===== src/rtl/gpio_bank_pkg.sv =====
// Shared types for the pin bank: operation codes, pin roles and the
// per-pin configuration record with its decode of configure arguments.
package gpio_bank_pkg;

    typedef enum logic [2:0] {
        OP_CONFIG = 3'd0,
        OP_SET    = 3'd1,
        OP_GET    = 3'd2,
        OP_DUTY   = 3'd3,
        OP_ALT    = 3'd4
    } cmd_op_e;

    typedef enum logic [1:0] {
        PM_INPUT, PM_PUSHPULL, PM_OPENDRAIN, PM_IRQ
    } pin_mode_e;

    typedef enum logic [1:0] {
        PULL_NONE, PULL_DOWN, PULL_UP
    } pull_e;

    typedef enum logic [1:0] {
        EDGE_RISE, EDGE_FALL, EDGE_ANY
    } edge_e;

    typedef struct packed {
        pin_mode_e  mode;
        pull_e      pull;
        edge_e      edge_sel;
        logic       level;
        logic       alt_pwm;
        logic [6:0] duty;
    } pin_state_t;

    localparam pin_state_t PIN_RESET = '{
        mode: PM_INPUT, pull: PULL_NONE, edge_sel: EDGE_RISE,
        level: 1'b0, alt_pwm: 1'b0, duty: 7'd0
    };

    localparam logic [6:0] DUTY_MAX = 7'd100;

    // Applies one configure argument byte; unknown codes return cur unchanged.
    function automatic pin_state_t apply_config(pin_state_t cur, logic [7:0] code);
        pin_state_t nxt;
        nxt = cur;
        unique case (code)
            8'h01: begin nxt.mode = PM_INPUT; nxt.pull = PULL_NONE; end
            8'h10: begin nxt.mode = PM_INPUT; nxt.pull = PULL_DOWN; end
            8'h11: begin nxt.mode = PM_INPUT; nxt.pull = PULL_UP;   end
            8'h20, 8'h21: begin
                nxt.mode = PM_PUSHPULL; nxt.pull = PULL_NONE; nxt.level = code[0];
            end
            8'h40, 8'h41: begin
                nxt.mode = PM_OPENDRAIN; nxt.pull = PULL_NONE; nxt.level = code[0];
            end
            8'h80: begin nxt.mode = PM_IRQ; nxt.pull = PULL_NONE; nxt.edge_sel = EDGE_RISE; end
            8'h81: begin nxt.mode = PM_IRQ; nxt.pull = PULL_NONE; nxt.edge_sel = EDGE_FALL; end
            8'h82: begin nxt.mode = PM_IRQ; nxt.pull = PULL_NONE; nxt.edge_sel = EDGE_ANY;  end
            default: ;
        endcase
        return nxt;
    endfunction

endpackage


===== src/rtl/gpio_bank_sync.sv =====
// Two-flop synchronizer for all pad inputs plus one history stage for
// edge detection. Assumes pad_in may change asynchronously to clk.
module gpio_bank_sync #(
    parameter int NUM_PINS = 8
) (
    input  logic                clk,
    input  logic                rst_n,
    input  logic [NUM_PINS-1:0] pad_in,
    output logic [NUM_PINS-1:0] sync_lvl,
    output logic [NUM_PINS-1:0] prev_lvl
);
    logic [NUM_PINS-1:0] meta_q;

    // Shifts pad levels through the metastability and history stages.
    always_ff @(posedge clk) begin
        if (!rst_n) begin
            meta_q   <= '0;
            sync_lvl <= '0;
            prev_lvl <= '0;
        end else begin
            meta_q   <= pad_in;
            sync_lvl <= meta_q;
            prev_lvl <= sync_lvl;
        end
    end
endmodule


===== src/rtl/gpio_bank_timebase.sv =====
// Shared PWM timebase: a prescaler of PRESCALE clocks feeding a phase
// counter that wraps after 100 ticks. Assumes PRESCALE >= 1.
module gpio_bank_timebase #(
    parameter int PRESCALE = 2
) (
    input  logic       clk,
    input  logic       rst_n,
    output logic [6:0] phase
);
    localparam int PW = (PRESCALE > 1) ? $clog2(PRESCALE) : 1;
    localparam logic [PW-1:0] PRE_LAST = PW'(PRESCALE - 1);
    localparam logic [6:0]    PHASE_LAST = 7'd99;

    logic [PW-1:0] pre_q;

    // Advances the phase once per completed prescaler count.
    always_ff @(posedge clk) begin
        if (!rst_n) begin
            pre_q <= '0;
            phase <= '0;
        end else if (pre_q == PRE_LAST) begin
            pre_q <= '0;
            phase <= (phase == PHASE_LAST) ? 7'd0 : phase + 7'd1;
        end else begin
            pre_q <= pre_q + PW'(1);
        end
    end
endmodule


===== src/rtl/gpio_bank_pin.sv =====
// One pin slice: holds the pin's configuration record, applies commands
// addressed to it and derives its pad controls, edge event and read level.
// Assumes at most one command per cycle and pre-synchronized inputs.
module gpio_bank_pin
    import gpio_bank_pkg::*;
(
    input  logic       clk,
    input  logic       rst_n,
    input  logic       hit,
    input  logic [2:0] op,
    input  logic [7:0] arg,
    input  logic [6:0] phase,
    input  logic       sync_lvl,
    input  logic       prev_lvl,
    output logic       pad_out,
    output logic       pad_oe,
    output logic       pull_up,
    output logic       pull_dn,
    output logic       irq_event,
    output logic       level_rd
);
    pin_state_t st;
    logic       wave;
    logic       rise, fall;

    // Applies a command targeted at this pin to its configuration record.
    always_ff @(posedge clk) begin
        if (!rst_n) begin
            st <= PIN_RESET;
        end else if (hit) begin
            case (op)
                OP_CONFIG: st <= apply_config(st, arg);
                OP_SET:    st.level <= arg[0];
                OP_DUTY:   st.duty <= (arg > 8'(DUTY_MAX)) ? DUTY_MAX : arg[6:0];
                OP_ALT: begin
                    if (arg == 8'h00) begin
                        st <= PIN_RESET;
                    end else if (arg == 8'h01) begin
                        st.alt_pwm <= 1'b1;
                        st.duty    <= 7'd0;
                    end
                end
                default: ;
            endcase
        end
    end

    // Computes the PWM wave and the edges of the synchronized input.
    always_comb begin
        wave = (phase < st.duty);
        rise = sync_lvl & ~prev_lvl;
        fall = ~sync_lvl & prev_lvl;
    end

    // Maps the current role onto pad controls, edge event and read level.
    always_comb begin
        pad_out   = 1'b0;
        pad_oe    = 1'b0;
        pull_up   = 1'b0;
        pull_dn   = 1'b0;
        irq_event = 1'b0;
        level_rd  = sync_lvl;
        if (st.alt_pwm) begin
            pad_oe   = 1'b1;
            pad_out  = wave;
            level_rd = wave;
        end else begin
            unique case (st.mode)
                PM_INPUT: begin
                    pull_up = (st.pull == PULL_UP);
                    pull_dn = (st.pull == PULL_DOWN);
                end
                PM_PUSHPULL: begin
                    pad_oe   = 1'b1;
                    pad_out  = st.level;
                    level_rd = st.level;
                end
                PM_OPENDRAIN: begin
                    pad_oe   = ~st.level;
                    level_rd = st.level;
                end
                PM_IRQ: begin
                    unique case (st.edge_sel)
                        EDGE_RISE: irq_event = rise;
                        EDGE_FALL: irq_event = fall;
                        default:   irq_event = rise | fall;
                    endcase
                end
            endcase
        end
    end
endmodule


===== src/rtl/gpio_bank.sv =====
// Top of the pin bank: decodes the target pin of each command, hosts one
// pin slice per pin, the shared synchronizer and PWM timebase, and
// registers the answer to level queries. Assumes NUM_PINS in 2..255.
module gpio_bank
    import gpio_bank_pkg::*;
#(
    parameter int NUM_PINS = 8,
    parameter int PRESCALE = 2
) (
    input  logic                clk,
    input  logic                rst_n,
    input  logic                cmd_valid,
    input  logic [2:0]          cmd_op,
    input  logic [7:0]          cmd_pin,
    input  logic [7:0]          cmd_arg,
    input  logic [NUM_PINS-1:0] pad_in,
    output logic [NUM_PINS-1:0] pad_out,
    output logic [NUM_PINS-1:0] pad_oe,
    output logic [NUM_PINS-1:0] pull_up,
    output logic [NUM_PINS-1:0] pull_dn,
    output logic [NUM_PINS-1:0] irq_event,
    output logic                rd_valid,
    output logic                rd_level
);
    localparam int         IDX_W     = $clog2(NUM_PINS);
    localparam logic [7:0] PIN_LIMIT = 8'(NUM_PINS);

    logic [NUM_PINS-1:0] sync_lvl, prev_lvl, level_rd;
    logic [6:0]          phase;
    logic                pin_ok;

    assign pin_ok = cmd_pin < PIN_LIMIT;

    gpio_bank_sync #(.NUM_PINS(NUM_PINS)) i_sync (
        .clk(clk), .rst_n(rst_n), .pad_in(pad_in),
        .sync_lvl(sync_lvl), .prev_lvl(prev_lvl)
    );

    gpio_bank_timebase #(.PRESCALE(PRESCALE)) i_timebase (
        .clk(clk), .rst_n(rst_n), .phase(phase)
    );

    for (genvar i = 0; i < NUM_PINS; i++) begin : g_pin
        gpio_bank_pin i_pin (
            .clk(clk), .rst_n(rst_n),
            .hit(cmd_valid && (cmd_pin == 8'(i))),
            .op(cmd_op), .arg(cmd_arg), .phase(phase),
            .sync_lvl(sync_lvl[i]), .prev_lvl(prev_lvl[i]),
            .pad_out(pad_out[i]), .pad_oe(pad_oe[i]),
            .pull_up(pull_up[i]), .pull_dn(pull_dn[i]),
            .irq_event(irq_event[i]), .level_rd(level_rd[i])
        );
    end

    // Registers the answer to a level query one cycle after the command.
    always_ff @(posedge clk) begin
        if (!rst_n) begin
            rd_valid <= 1'b0;
            rd_level <= 1'b0;
        end else if (cmd_valid && cmd_op == OP_GET && pin_ok) begin
            rd_valid <= 1'b1;
            rd_level <= level_rd[cmd_pin[IDX_W-1:0]];
        end else begin
            rd_valid <= 1'b0;
        end
    end
endmodule


===== config.mk =====
export PLATFORM = sky130hd
export DESIGN_NAME = gpio_bank
export DESIGN_NICKNAME = d
export VERILOG_FILES = /design/src/rtl/gpio_bank_pkg.sv /design/src/rtl/gpio_bank_sync.sv /design/src/rtl/gpio_bank_timebase.sv /design/src/rtl/gpio_bank_pin.sv /design/src/rtl/gpio_bank.sv
export SDC_FILE = /design/constraint.sdc
export NUM_CORES = 1
export LEC_CHECK = 0
export ABC_AREA = 1
export ABC_CLOCK_PERIOD_IN_PS = 3500
export BUFFER_PORTS_ARGS = -buffer_cell sky130_fd_sc_hd__buf_4
export CAP_MARGIN = 20
export CORE_MARGIN = 10
export CORE_UTILIZATION = 60
export CTS_CLUSTER_SIZE = 30
export DETAILED_ROUTE_END_ITERATION = 10
export PLACE_DENSITY = 0.85
export SLEW_MARGIN = 5
export SYNTH_ARGS = -nofsm -noshare
export SYNTH_HDL_FRONTEND = slang
export SYNTH_HIERARCHICAL = 1
export SYNTH_SLANG_ARGS = --single-unit

===== constraint.sdc =====
create_clock -name clk -period 3.5 [get_ports clk]
set_clock_uncertainty 0.15 [all_clocks]
set_input_delay 0.175 -clock clk [delete_from_list [all_inputs] [get_ports clk]]
set_output_delay 0.175 -clock clk [all_outputs]
set_load 0.01 [all_outputs]

==> key figures, run 1 <==
Floorplanning
  – Die area: 25800 µm²
  – Die Y: 161 µm
  – I/O pin cnt: 72
  – Die width: 161 µm
  – Starting density of the core: 60.9%
  – Core area: 19500 µm²
  – Standard-cell rows: 51

CTS
  – # Post-CTS Setup Buffers: 0
  – Worst skew pair latency: 0.44 ns
  – CTS root buffer: clkbuf_16
  – Total CTS buffers: 17
  – Clk sinks: 154
  – Clock transition at the registers of the reported paths: 0.06 ns
  – CTS tree: built
  – Longest Clk Path Bufs: 2
  – Htree depth: 4

STA
  – Setup Viol. Count Final: 0
  – Final TNS setup: 0 ns
  – Worst Max-Slew Pin Slew: 0.852 ns
  – Final Max Slew Viols: 0
  – Fin crit period: 2.62 ns
  – Final hold vios: 0
  – Hold Slack: 0.0322 ns
  – RSZ-0062 raised after global routing: false
  – Rel. slew slack: 43.2%
  – Final period util: 74.7%
  – Max Freq: 382 MHz

Power and ir drop
  – Power, Total: 4.34 mW
  – Internal power: 3.18 mW
  – Sequential group share of total power: 41.1%
  – Pwr Density: 326 nW/µm²
  – Switch share: 26.9%
  – P_sw: 1.17 mW
  – Part of the power in combinational logic: 11.6%
  – Clock power share: 47.2%
  – Max VDD drop: 0.354 mV
  – Leakage: 6.48 nW

Logic synthesis
  – Primary FF master, synth: dfxtp_1
  – YS warnings: 6
  – Ys async rst share: 0%
  – Syn Inst Count: 1824
  – Unique cell type count in the Yosys netlist: 28
  – Syn avg cell area: 6.49 µm²
  – EDFF count, synth: 0
  – Seq/Total Area, Yosys: 26.0%
  – Synth Net Count: 1951
  – Post-Syn Area: 11800 µm²
  – Number of synthesized register bits: 154

Routing
  – Antenna-violating nets left: 0
  – Drt first pass iters: 8
  – Via count: 12052
  – DRT iter0 DRCs: 992
  – Post-DR wirelength/cell: 14.5 µm
  – Routed wire length: 31700 µm
  – DR vias/cell: 5.50
  – Post-route DRC: 0

Setup path
  – Req. time, crit path: 3.17 ns
  – Crit path kind: register to primary output
  – CP Capture Type: primary output
  – Worst R2R End: rd_level
  – Worst-path maximum fanout: 11
  – Critical Path AT: 2.29 ns
  – R2r startpoint: i_timebase/phase[2]
  – Reg-to-reg setup timing slack: 0.96 ns
  – Startpoint types: register
  – R2R cell count: 12

Cells and area
  – Total Nets Final: 2040
  – Fraction of layout cells with a size suffix above 1: 13.5%
  – Fin area: 13300 µm²
  – Commonest non-fill, non-tap cell in the layout: inv_1
  – Most frequent cells in the layout: inv_1 (320), nand2_1 (319), nor2_1 (312)
  – N_diodes: 0
  – Fillers: 1695
  – Area delta synth->final: 12.5%
  – Fin util: 68.5%

Place
  – Post-DP HPWL: 21900 µm
  – Placed Area: 12600 µm²
  – GPL Wtd Cong: 0.930
  – Port buffer count: 71

Global routing
  – Gr usage total: 24.3%
  – GRT overflow: 0
  – Initial antenna violation count: 0
  – Largest net degree at the start of global routing: 73
  – Vias in the first global route: 11648
  – First-pass GRT wire length: 53500 µm

Hold path
  – Worst hold path type: input pin to register
  – Hold Path Origin: cmd_pin[3]
  – Hold path depth: 6
  – Worst hold endpoint: rd_level

Status
  – Outcome: complete, no violations

Run
  – Max-Cap Viols: 0
[registers in the layout (all words and copies together), names as in the netlist]
name,flops
g_pin.i_pin/st,120
i_sync/meta_q,8
i_timebase/phase,7
i_sync/prev_lvl,8
i_timebase/pre_q,1
rd_level,1
i_sync/sync_lvl,8
rd_valid,1
[metal layers]
metal | vias to the layer above | part of all wire (%) | GRT usage, %
met1 | 5483 | 41 | 29.4
met5 | - | 0 | 0
met2 | 472 | 48 | 41.8
met4 | 0 | 3.0 | 9.77
met3 | 84 | 7.9 | 4.22
li1 | 6013 | - | -
[Yosys cell counts, types with 8 or more instances]
master | count | share of area [%]
o21ai_0 | 58 | 2.5
nor2_8 | 8 | 1.4
nor3_1 | 26 | 1.1
nand3_1 | 190 | 8.0
buf_6 | 11 | 1.0
nand2_2 | 16 | 0.84
o21ai_2 | 16 | 1.2
a31oi_1 | 8 | 0.42
dfxtp_1 | 154 | 26
nand2_1 | 319 | 10
a21o_1 | 8 | 0.51
ha_1 | 97 | 10
nor2_1 | 312 | 9.9
nor3_2 | 8 | 0.68
a21oi_1 | 98 | 4.1
inv_2 | 18 | 0.57
nor2_2 | 28 | 1.5
nor2_4 | 26 | 2.5
nand3_2 | 11 | 0.93
inv_1 | 320 | 10
nand2_4 | 17 | 1.6
a211oi_1 | 32 | 2.0
nor4_1 | 16 | 0.84
nand4_2 | 8 | 0.84
nand4_1 | 16 | 0.84
[cells by family (layout without fill, tap and decap cells)]
logic type / count (synthesis) / count (layout) / share of synthesized area [%]
AND/OR/NAND/NOR: 1001 / 1001 / 41.0
buffers and inverters: 349 / 450 / 11.8
AO/OA/AOI/OAI: 221 / 221 / 10.8
flip-flops: 154 / 154 / 26.0
adder cells (fa/ha/maj): 97 / 97 / 10.2
XOR/XNOR: 2 / 2 / 0.148
[stage by stage]
step	instances	setup slack (ns)
5_1_grt	2190	0.754
6_report	2190	0.885
2_1_floorplan	1824	1.63
3_5_place_dp	2150	1.04
4_1_cts	2190	0.908
3_3_place_gp	2150	1.11
[critical path, stage by stage, from the launching register on]
cell,delay [ns]
dfxtp_1,0.70
ha_1,0.36
a21oi_1,0.18
nand2_1,0.09
a31oi_1,0.18
o21ai_0,0.15
nand2_1,0.09
buf_4,0.11
[power groups by stage]
| stage | clock, mW | sequential [mW] | combinational [mW] |
|---|---|---|---|
| 2_1_floorplan | 0 | 1.82 | 0.317 |
| 3_3_place_gp | 0 | 1.83 | 0.469 |
| 3_5_place_dp | 0 | 1.83 | 0.482 |
| 4_1_cts | 2.07 | 1.79 | 0.495 |
| 5_1_grt | 2.14 | 1.79 | 0.560 |
| 6_report | 2.05 | 1.79 | 0.506 |
[repair_timing]
action	4_1_cts	5_1_grt
gates resized for setup	0	0
hold endpoints to repair	9	0
hold buffers	9	0
endpoints found under the setup margin	0	0
[final cells by class]
| class | instances | area (µm²) | share of cell area (%) |
|---|---|---|---|
| Clock buffer | 17 | 425 | 3.19 |
| Clock inverter | 14 | 223 | 1.67 |
| Inverter | 338 | 1270 | 9.52 |
| Multi-Input combinational cell | 1321 | 7370 | 55.3 |
| Sequential cell | 154 | 3080 | 23.1 |
| Tap cell | 265 | 332 | 2.49 |
| Timing Repair Buffer | 81 | 631 | 4.73 |
[how the worst max path moves through the flow]
| stage | from | endpoint | slack [ns] | cells past startpoint |
|---|---|---|---|---|
| 6_report | i_timebase/phase[2] | pad_out[4] | 0.88 | 7 |
| 5_1_grt | i_timebase/phase[2] | pad_out[4] | 0.75 | 7 |
| 4_1_cts | i_timebase/phase[2] | pad_out[4] | 0.91 | 7 |
| 3_5_place_dp | i_timebase/phase[2] | rd_level | 1.04 | 12 |
| 3_3_place_gp | i_timebase/phase[4] | rd_level | 1.11 | 11 |
| 2_1_floorplan | i_timebase/phase[2] | rd_level | 1.63 | 12 |
(Power assumes the default switching activity.)
==> run 2, diff against run 1 <==
ABC_CLOCK_PERIOD_IN_PS = 2700   (was 3500)
clock period = 2.7 ns   (was 3.5 ns; I/O delays follow)
==> run 2 against run 1 <==
Combinational power is 29% higher. Critical path type unchanged. Hold slack worse by 0.0095 ns. Clock-buffer cell count is 1 higher. Critical path depth grew 1. Die area unchanged. Cell count rose by 0.50%. Critical endpoint unchanged. Cell area decreased by 0.18%. Largest power group is now registers. Sequential cell count unchanged.
==> key figures, run 2 (same netlist as run 1, synthesis figures left out) <==
Status
  – Outcome: complete, no violations (unchanged)

CTS
  – Clock transition at the registers of the reported paths: 0.06 ns (about the same)
  – CTS root buffer: clkbuf_16 (unchanged)
  – Total CTS buffers: 17 (unchanged)
  – Hold_buf cts: 11 (was 9)
  – Htree depth: 4 (unchanged)
  – # resized after CTS: 0 (unchanged)
  – CTS tree: built (unchanged)
  – Worst skew pair latency: 0.43 ns (was 0.44 ns)
  – Clk sinks: 154 (unchanged)
  – Longest Clk Path Bufs: 2 (unchanged)
  – # Post-CTS Setup Buffers: 0 (unchanged)

Floorplanning
  – Die width: 161 µm (unchanged)
  – I/O pin cnt: 72 (unchanged)
  – Die Y: 161 µm (unchanged)
  – Die area: 25800 µm² (unchanged)
  – Core area: 19500 µm² (unchanged)
  – Starting density of the core: 60.9% (unchanged)
  – Standard-cell rows: 51 (unchanged)

Routing
  – DRT iter0 DRCs: 944 (was 992)
  – Antenna-violating nets left: 0 (unchanged)
  – Via count: 11965 (was 12052)
  – Routed wire length: 30600 µm (was 31700 µm)
  – Post-route DRC: 0 (unchanged)
  – Post-DR wirelength/cell: 13.9 µm (was 14.5 µm)
  – DR vias/cell: 5.44 (was 5.50)
  – Drt first pass iters: 6 (was 8)

STA
  – Final TNS setup: 0 ns (unchanged)
  – Fin crit period: 2.45 ns
  – Final Max Slew Viols: 0 (unchanged)
  – Worst Max-Slew Pin Slew: 0.675 ns (was 0.852 ns)
  – Setup Viol. Count Final: 0 (unchanged)
  – RSZ-0062 raised after global routing: false (unchanged)
  – Hold Slack: 0.0227 ns (was 0.0322 ns)
  – Max Freq: 408 MHz
  – Rel. slew slack: 55.0% (was 43.2%)
  – Final hold vios: 0 (unchanged)
  – Setup ws final: 0.248 ns (was 0.885 ns)
  – Final period util: 90.8%

Setup path
  – Critical Path AT: 2.17 ns (was 2.29 ns)
  – Req. time, crit path: 2.41 ns (was 3.17 ns)
  – Slowest-stage cell, CP: dfxtp_1 (unchanged)
  – Crit path kind: register to primary output (unchanged)
  – R2r startpoint: i_timebase/phase[3] (was i_timebase/phase[2])
  – CP peak stage delay: 0.53 ns (was 0.70 ns)
  – Worst-path maximum fanout: 7 (was 11)
  – Worst-path cell chain: buf_4 > ha_1 > a21oi_1 > nand2_1 > a31oi_1 > o21ai_0 > nand2_1 > buf_4 (was ha_1 > a21oi_1 > nand2_1 > a31oi_1 > o21ai_0 > nand2_1 > buf_4)
  – Startpoint types: register (unchanged)
  – Crit path launch: i_timebase/phase[2] (unchanged)
  – CP Capture Type: primary output (unchanged)

Global routing
  – Vias in the first global route: 11389 (was 11648)
  – Initial antenna violation count: 2 (was 0)
  – GRT Max-Usage Layer: met2 (unchanged)
  – Gr usage total: 23.3% (was 24.3%)
  – GRT overflow: 0 (unchanged)
  – First-pass GRT wire length: 51400 µm (was 53500 µm)
  – GR Util met3: 4.50% (was 4.22%)
  – GR Util met1: 27.8% (was 29.4%)
  – Largest net degree at the start of global routing: 54 (was 73)
  – Met2 Use GR: 40.4% (was 41.8%)

Power and ir drop
  – Leakage: 6.48 nW (about the same)
  – Power, Total: 5.22 mW (was 4.34 mW)
  – Max VDD drop: 0.465 mV (was 0.354 mV)
  – Pwr Density: 392 nW/µm² (was 326 nW/µm²)

Cells and area
  – Total Nets Final: 2048 (was 2040)
  – Non-filler instance count after layout: 2201 (was 2190)
  – Commonest non-fill, non-tap cell in the layout: inv_1 (unchanged)
  – Multi-input gate area: 7370 µm² (unchanged)
  – Biggest register: g_pin.i_pin/st (unchanged)
  – Flip-flop count of the largest register, all copies and words added: 120 (unchanged)
  – Area delta synth->final: 12.3% (was 12.5%)
  – FF+latch area: 3080 µm² (unchanged)
  – Fraction of layout cells with a size suffix above 1: 13.8% (was 13.5%)
  – Most frequent cells in the layout: inv_1 (320), nand2_1 (319), nor2_1 (312) (unchanged)
  – Fillers: 1730 (was 1695)

Hold path
  – Hold Path Origin: cmd_pin[5] (was cmd_pin[3])
  – Worst hold path type: input pin to register (unchanged)

Place
  – Post-DP HPWL: 22000 µm (was 21900 µm)
  – Place WS: 0.333 ns (was 1.04 ns)
  – Inst Count DP: 2156 (was 2150)
  – Port buffer count: 71 (unchanged)
  – GPL Wtd Cong: 0.940 (was 0.930)

Run
  – Max-Cap Viols: 0 (unchanged)
==> run 2: cell type report <==
| class | count | area share [%] |
|---|---|---|
| diodes | 2 | 0.0376 |
| clock buffers | 18 | 3.30 |
| clock inverters | 14 | 0.865 |
| inverters | 338 | 9.53 |
| multi-input cells | 1321 | 55.4 |
| flip-flops and latches | 154 | 23.2 |
| well taps | 265 | 2.49 |
| repair buffers | 89 | 5.23 |
==> run 2: final timing paths <==
path / slack, ns / depth (start not counted) / to
worst max-delay path: 0.25 / 8 / pad_out[4]
worst min-delay path: 0.02 / 6 / rd_level
worst max register to register: 0.30 / 12 / rd_level
worst min register to register: 0.26 / 2 / i_sync/sync_lvl[6]
==> run 2: power by group <==
group	internal [mW]	switching, mW	total (mW)
clock network	1.22	1.04	2.25
registers	2.29	0.0246	2.32
logic	0.186	0.467	0.653
==> run 2: routing by layer <==
layer / vias up / routed length (µm)
li1: 6043 / -
met1: 5352 / 12500
met2: 483 / 14600
met3: 87 / 2560
met4: 0 / 892
met5: - / 0
==> run 2: worst max-delay path, delay by kind of cell (launching register included) <==
| kind | cells | cell delay (ns) |
|---|---|---|
| AO/OA/AOI/OAI | 3 | 0.50 |
| flip-flops | 1 | 0.53 |
| AND/OR/NAND/NOR | 2 | 0.16 |
| adder cells (fa/ha/maj) | 1 | 0.23 |
| buffers and inverters | 2 | 0.30 |
==> run 2: metrics by stage <==
stage | instance area, µm² | utilization (%)
2_1_floorplan | 11800 | -
4_1_cts | 13300 | 68.4
3_3_place_gp | 12600 | 64.9
5_1_grt | 13300 | 68.4
3_5_place_dp | 12600 | 64.9
6_report | 13300 | 68.4
==> run 3, diff against run 2 <==
PLACE_DENSITY = 0.86   (was 0.85)
SYNTH_HIERARCHICAL = not set   (was 1)
==> run 3 against run 2 <==
Cell area fell by 25%. Critical path depth rose by 3. Utilization increased by 0.21 points. Critical path type is now register to register. Critical endpoint is now rd_level. Largest power group unchanged.
==> key figures, run 3 <==
STA
  – Max Freq: 402 MHz (was 408 MHz)
  – Final Max Slew Viols: 0 (unchanged)
  – Final period util: 92.2% (was 90.8%)
  – Fin crit period: 2.49 ns (was 2.45 ns)
  – RSZ-0062 raised after global routing: false (unchanged)
  – Worst Max-Slew Pin Slew: 1.02 ns (was 0.675 ns)
  – Final hold vios: 0 (unchanged)
  – Rel. slew slack: 32.0% (was 55.0%)
  – Setup Viol. Count Final: 0 (unchanged)
  – Hold Slack: 0.0267 ns (was 0.0227 ns)
  – Final TNS setup: 0 ns (unchanged)

Setup path
  – CP peak stage delay: 0.56 ns (was 0.53 ns)
  – Worst path most repeated cell: nand2_1
  – CP Capture Type: register (was primary output)
  – Startpoint types: register (unchanged)
  – Crit path kind: register to register (was register to primary output)
  – Critical Path AT: 2.70 ns (was 2.17 ns)
  – Slowest-stage cell, CP: dlygate4sd3_1 (was dfxtp_1)
  – Worst-path maximum fanout: 12 (was 7)
  – Worst-path cell chain: ha_1 > a21oi_1 > nand2_1 > nand2_1 > nand3_1 > nand2_1 > nand2_1 > nand3_1 > nand3_1 > dlygate4sd3_1 > a21oi_1 (was buf_4 > ha_1 > a21oi_1 > nand2_1 > a31oi_1 > o21ai_0 > nand2_1 > buf_4)
  – Req. time, crit path: 2.91 ns (was 2.41 ns)

Logic synthesis
  – Post-Syn Area: 8840 µm² (was 11800 µm²)
  – Cell taking the most area after synthesis: dfxtp_1 (unchanged)
  – Area contributors post-synth: dfxtp_1 (35%), ha_1 (14%), inv_1 (9.0%), nand2_1 (8.2%), a21oi_1 (7.5%) (was dfxtp_1 (26%), ha_1 (10%), inv_1 (10%), nand2_1 (10%), nor2_1 (9.9%))
  – Primary FF master, synth: dfxtp_1 (unchanged)
  – EDFF count, synth: 0 (unchanged)
  – Ys async rst share: 0% (unchanged)
  – Unique cell type count in the Yosys netlist: 39 (was 28)
  – Share of the synthesized area in the top cell type: 34.9% (was 26.0%)
  – Top cells by count, synth: inv_1 (213), nand2_1 (194), dfxtp_1 (154) (was inv_1 (320), nand2_1 (319), nor2_1 (312))
  – Seq/Total Area, Yosys: 34.9% (was 26.0%)
  – Syn Inst Count: 1228 (was 1824)
  – Number of synthesized register bits: 154 (unchanged)
  – Synth Net Count: 1355 (was 1951)
  – Syn avg cell area: 7.20 µm² (was 6.49 µm²)
  – YS warnings: 0 (was 6)
  – Most numerous cell in the Yosys netlist: inv_1 (unchanged)

Routing
  – Drt first pass iters: 5 (was 6)
  – Post-DR wirelength/cell: 15.2 µm (was 13.9 µm)
  – Via count: 7941 (was 11965)
  – Antenna-violating nets left: 0 (unchanged)
  – DRT iter0 DRCs: 779 (was 944)
  – DR vias/cell: 5.41 (was 5.44)
  – Routed wire length: 22300 µm (was 30600 µm)
  – Post-route DRC: 0 (unchanged)

Global routing
  – GR Util met3: 5.74% (was 4.50%)
  – GR Util met1: 28.3% (was 27.8%)
  – Gr usage total: 22.2% (was 23.3%)
  – Met2 Use GR: 35.6% (was 40.4%)
  – GRT overflow: 0 (unchanged)
  – GRT Max-Usage Layer: met2 (unchanged)
  – First-pass GRT wire length: 36300 µm (was 51400 µm)
  – Initial antenna violation count: 0 (was 2)
  – Largest net degree at the start of global routing: 113 (was 54)
  – Vias in the first global route: 7457 (was 11389)

Cells and area
  – Area delta synth->final: 12.3% (about the same)
  – Fin area: 9930 µm² (was 13300 µm²)
  – Commonest non-fill, non-tap cell in the layout: inv_1 (unchanged)
  – Flip-flop count of the largest register, all copies and words added: 120 (unchanged)
  – Biggest register: g_pin.i_pin.st (was g_pin.i_pin/st)
  – Fraction of layout cells with a size suffix above 1: 11.4% (was 13.8%)
  – Total Nets Final: 1400 (was 2048)
  – Most frequent cells in the layout: inv_1 (213), nand2_1 (194), dfxtp_1 (148) (was inv_1 (320), nand2_1 (319), nor2_1 (312))
  – Fin util: 68.6% (was 68.4%)
  – N_diodes: 0 (was 2)

CTS
  – CTS root buffer: clkbuf_16 (unchanged)
  – Clk sinks: 154 (unchanged)
  – Clock transition at the registers of the reported paths: 0.06 ns (about the same)
  – # Post-CTS Setup Buffers: 0 (unchanged)
  – Longest Clk Path Bufs: 2 (unchanged)
  – Worst skew pair latency: 0.43 ns (about the same)
  – Total CTS buffers: 17 (unchanged)
  – Htree depth: 4 (unchanged)
  – CTS tree: built (unchanged)

Place
  – Port buffer count: 71 (unchanged)
  – Placed Area: 9260 µm² (was 12600 µm²)
  – GPL Wtd Cong: 0.982 (was 0.940)
  – Post-DP HPWL: 16000 µm (was 22000 µm)

Floorplanning
  – Core area: 14500 µm² (was 19500 µm²)
  – Standard-cell rows: 44 (was 51)
  – Die width: 141 µm (was 161 µm)
  – Die area: 20000 µm² (was 25800 µm²)
  – Starting density of the core: 61.1% (was 60.9%)
  – Die Y: 141 µm (was 161 µm)
  – I/O pin cnt: 72 (unchanged)

Power and ir drop
  – Leakage: 4.55 nW (was 6.48 nW)
  – Max VDD drop: 0.485 mV (was 0.465 mV)
  – Pwr Density: 485 nW/µm² (was 392 nW/µm²)
  – Power, Total: 4.82 mW (was 5.22 mW)

Hold path
  – Worst hold path type: input pin to register (unchanged)

Status
  – Outcome: complete, no violations (unchanged)

Run
  – Max-Cap Viols: 0 (unchanged)
[run 3: cell count changes after synthesis, sizes merged, moves of 7 or more]
cell	before	now
a31oi	8	0
a21oi	99	133
buf	11	50
nand4	24	5
clkbuf	0	16
nand3	201	32
inv	338	218
a21o	8	0
nand2	352	202
nor3	34	14
o31ai	0	7
o21ai	74	113
nor2	374	134
a211oi	32	23
[run 3: path summary, 6_finish.rpt]
path / from / end / slack (ns) / cells after the start
max reg2reg: i_timebase.phase[2] / rd_level / 0.21 / 11
max: i_timebase.phase[2] / rd_level / 0.21 / 11
min: cmd_pin[1] / g_pin[6].i_pin.st[8] / 0.03 / 5
min reg2reg: i_sync.meta_q[3] / i_sync.sync_lvl[3] / 0.27 / 2
[run 3: cell families (layout without fill, tap and decap cells)]
| kind of cell | Yosys count | in the layout | share of synthesized area [%] |
|---|---|---|---|
| adders and majority gates | 97 | 97 | 13.7 |
| xor gates and xnor gates | 2 | 2 | 0.198 |
| AOI/OAI and AO/OA | 283 | 283 | 17.3 |
| DFF | 154 | 154 | 34.9 |
| buffers and inverters | 285 | 342 | 14.0 |
| and+or+nand+nor | 407 | 407 | 19.9 |
[run 3: layout make-up]
cell class / count / area [µm²]
flip-flops and latches: 154 / 3090
clock inverters: 6 / 40.0
clock buffers: 25 / 495
multi-input cells: 789 / 4520
inverters: 219 / 822
well taps: 184 / 230
fillers: 1191 / 4550
repair buffers: 92 / 736
[run 3: critical path, delay by kind of cell (launching register included)]
family | cells | cell delay [ns]
AO/OA/AOI/OAI | 2 | 0.26
adder cells (fa/ha/maj) | 1 | 0.31
buffers and inverters | 1 | 0.56
flip-flops | 1 | 0.51
AND/OR/NAND/NOR | 7 | 0.62
[run 3: per-layer routing]
| layer | wire (µm) | up-vias |
|---|---|---|
| li1 | - | 4013 |
| met1 | 9730 | 3581 |
| met2 | 10200 | 306 |
| met3 | 1840 | 41 |
| met4 | 512 | 0 |
| met5 | 0 | - |
[run 3: timing repair]
| item | CTS | global route |
|---|---|---|
| hold buffers | 13 | 0 |
| endpoints found under the hold margin | 21 | 0 |
| resized for setup | 0 | 6 |
| endpoints found under the setup margin | 0 | 1 |
[run 3: metrics by stage]
stage / worst slack (ns) / std cells
5_1_grt: 0.0414 / 1469
4_1_cts: 0.0598 / 1469
2_1_floorplan: 0.949 / 1228
3_3_place_gp: 0.585 / 1425
6_report: 0.211 / 1469
3_5_place_dp: 0.497 / 1425
[run 3: power by group]
group | switching [mW] | internal, mW | total [mW]
logic | 0.212 | 0.111 | 0.323
registers | 0.0186 | 2.29 | 2.31
clock network | 0.924 | 1.26 | 2.19
total | 1.15 | 3.67 | 4.82
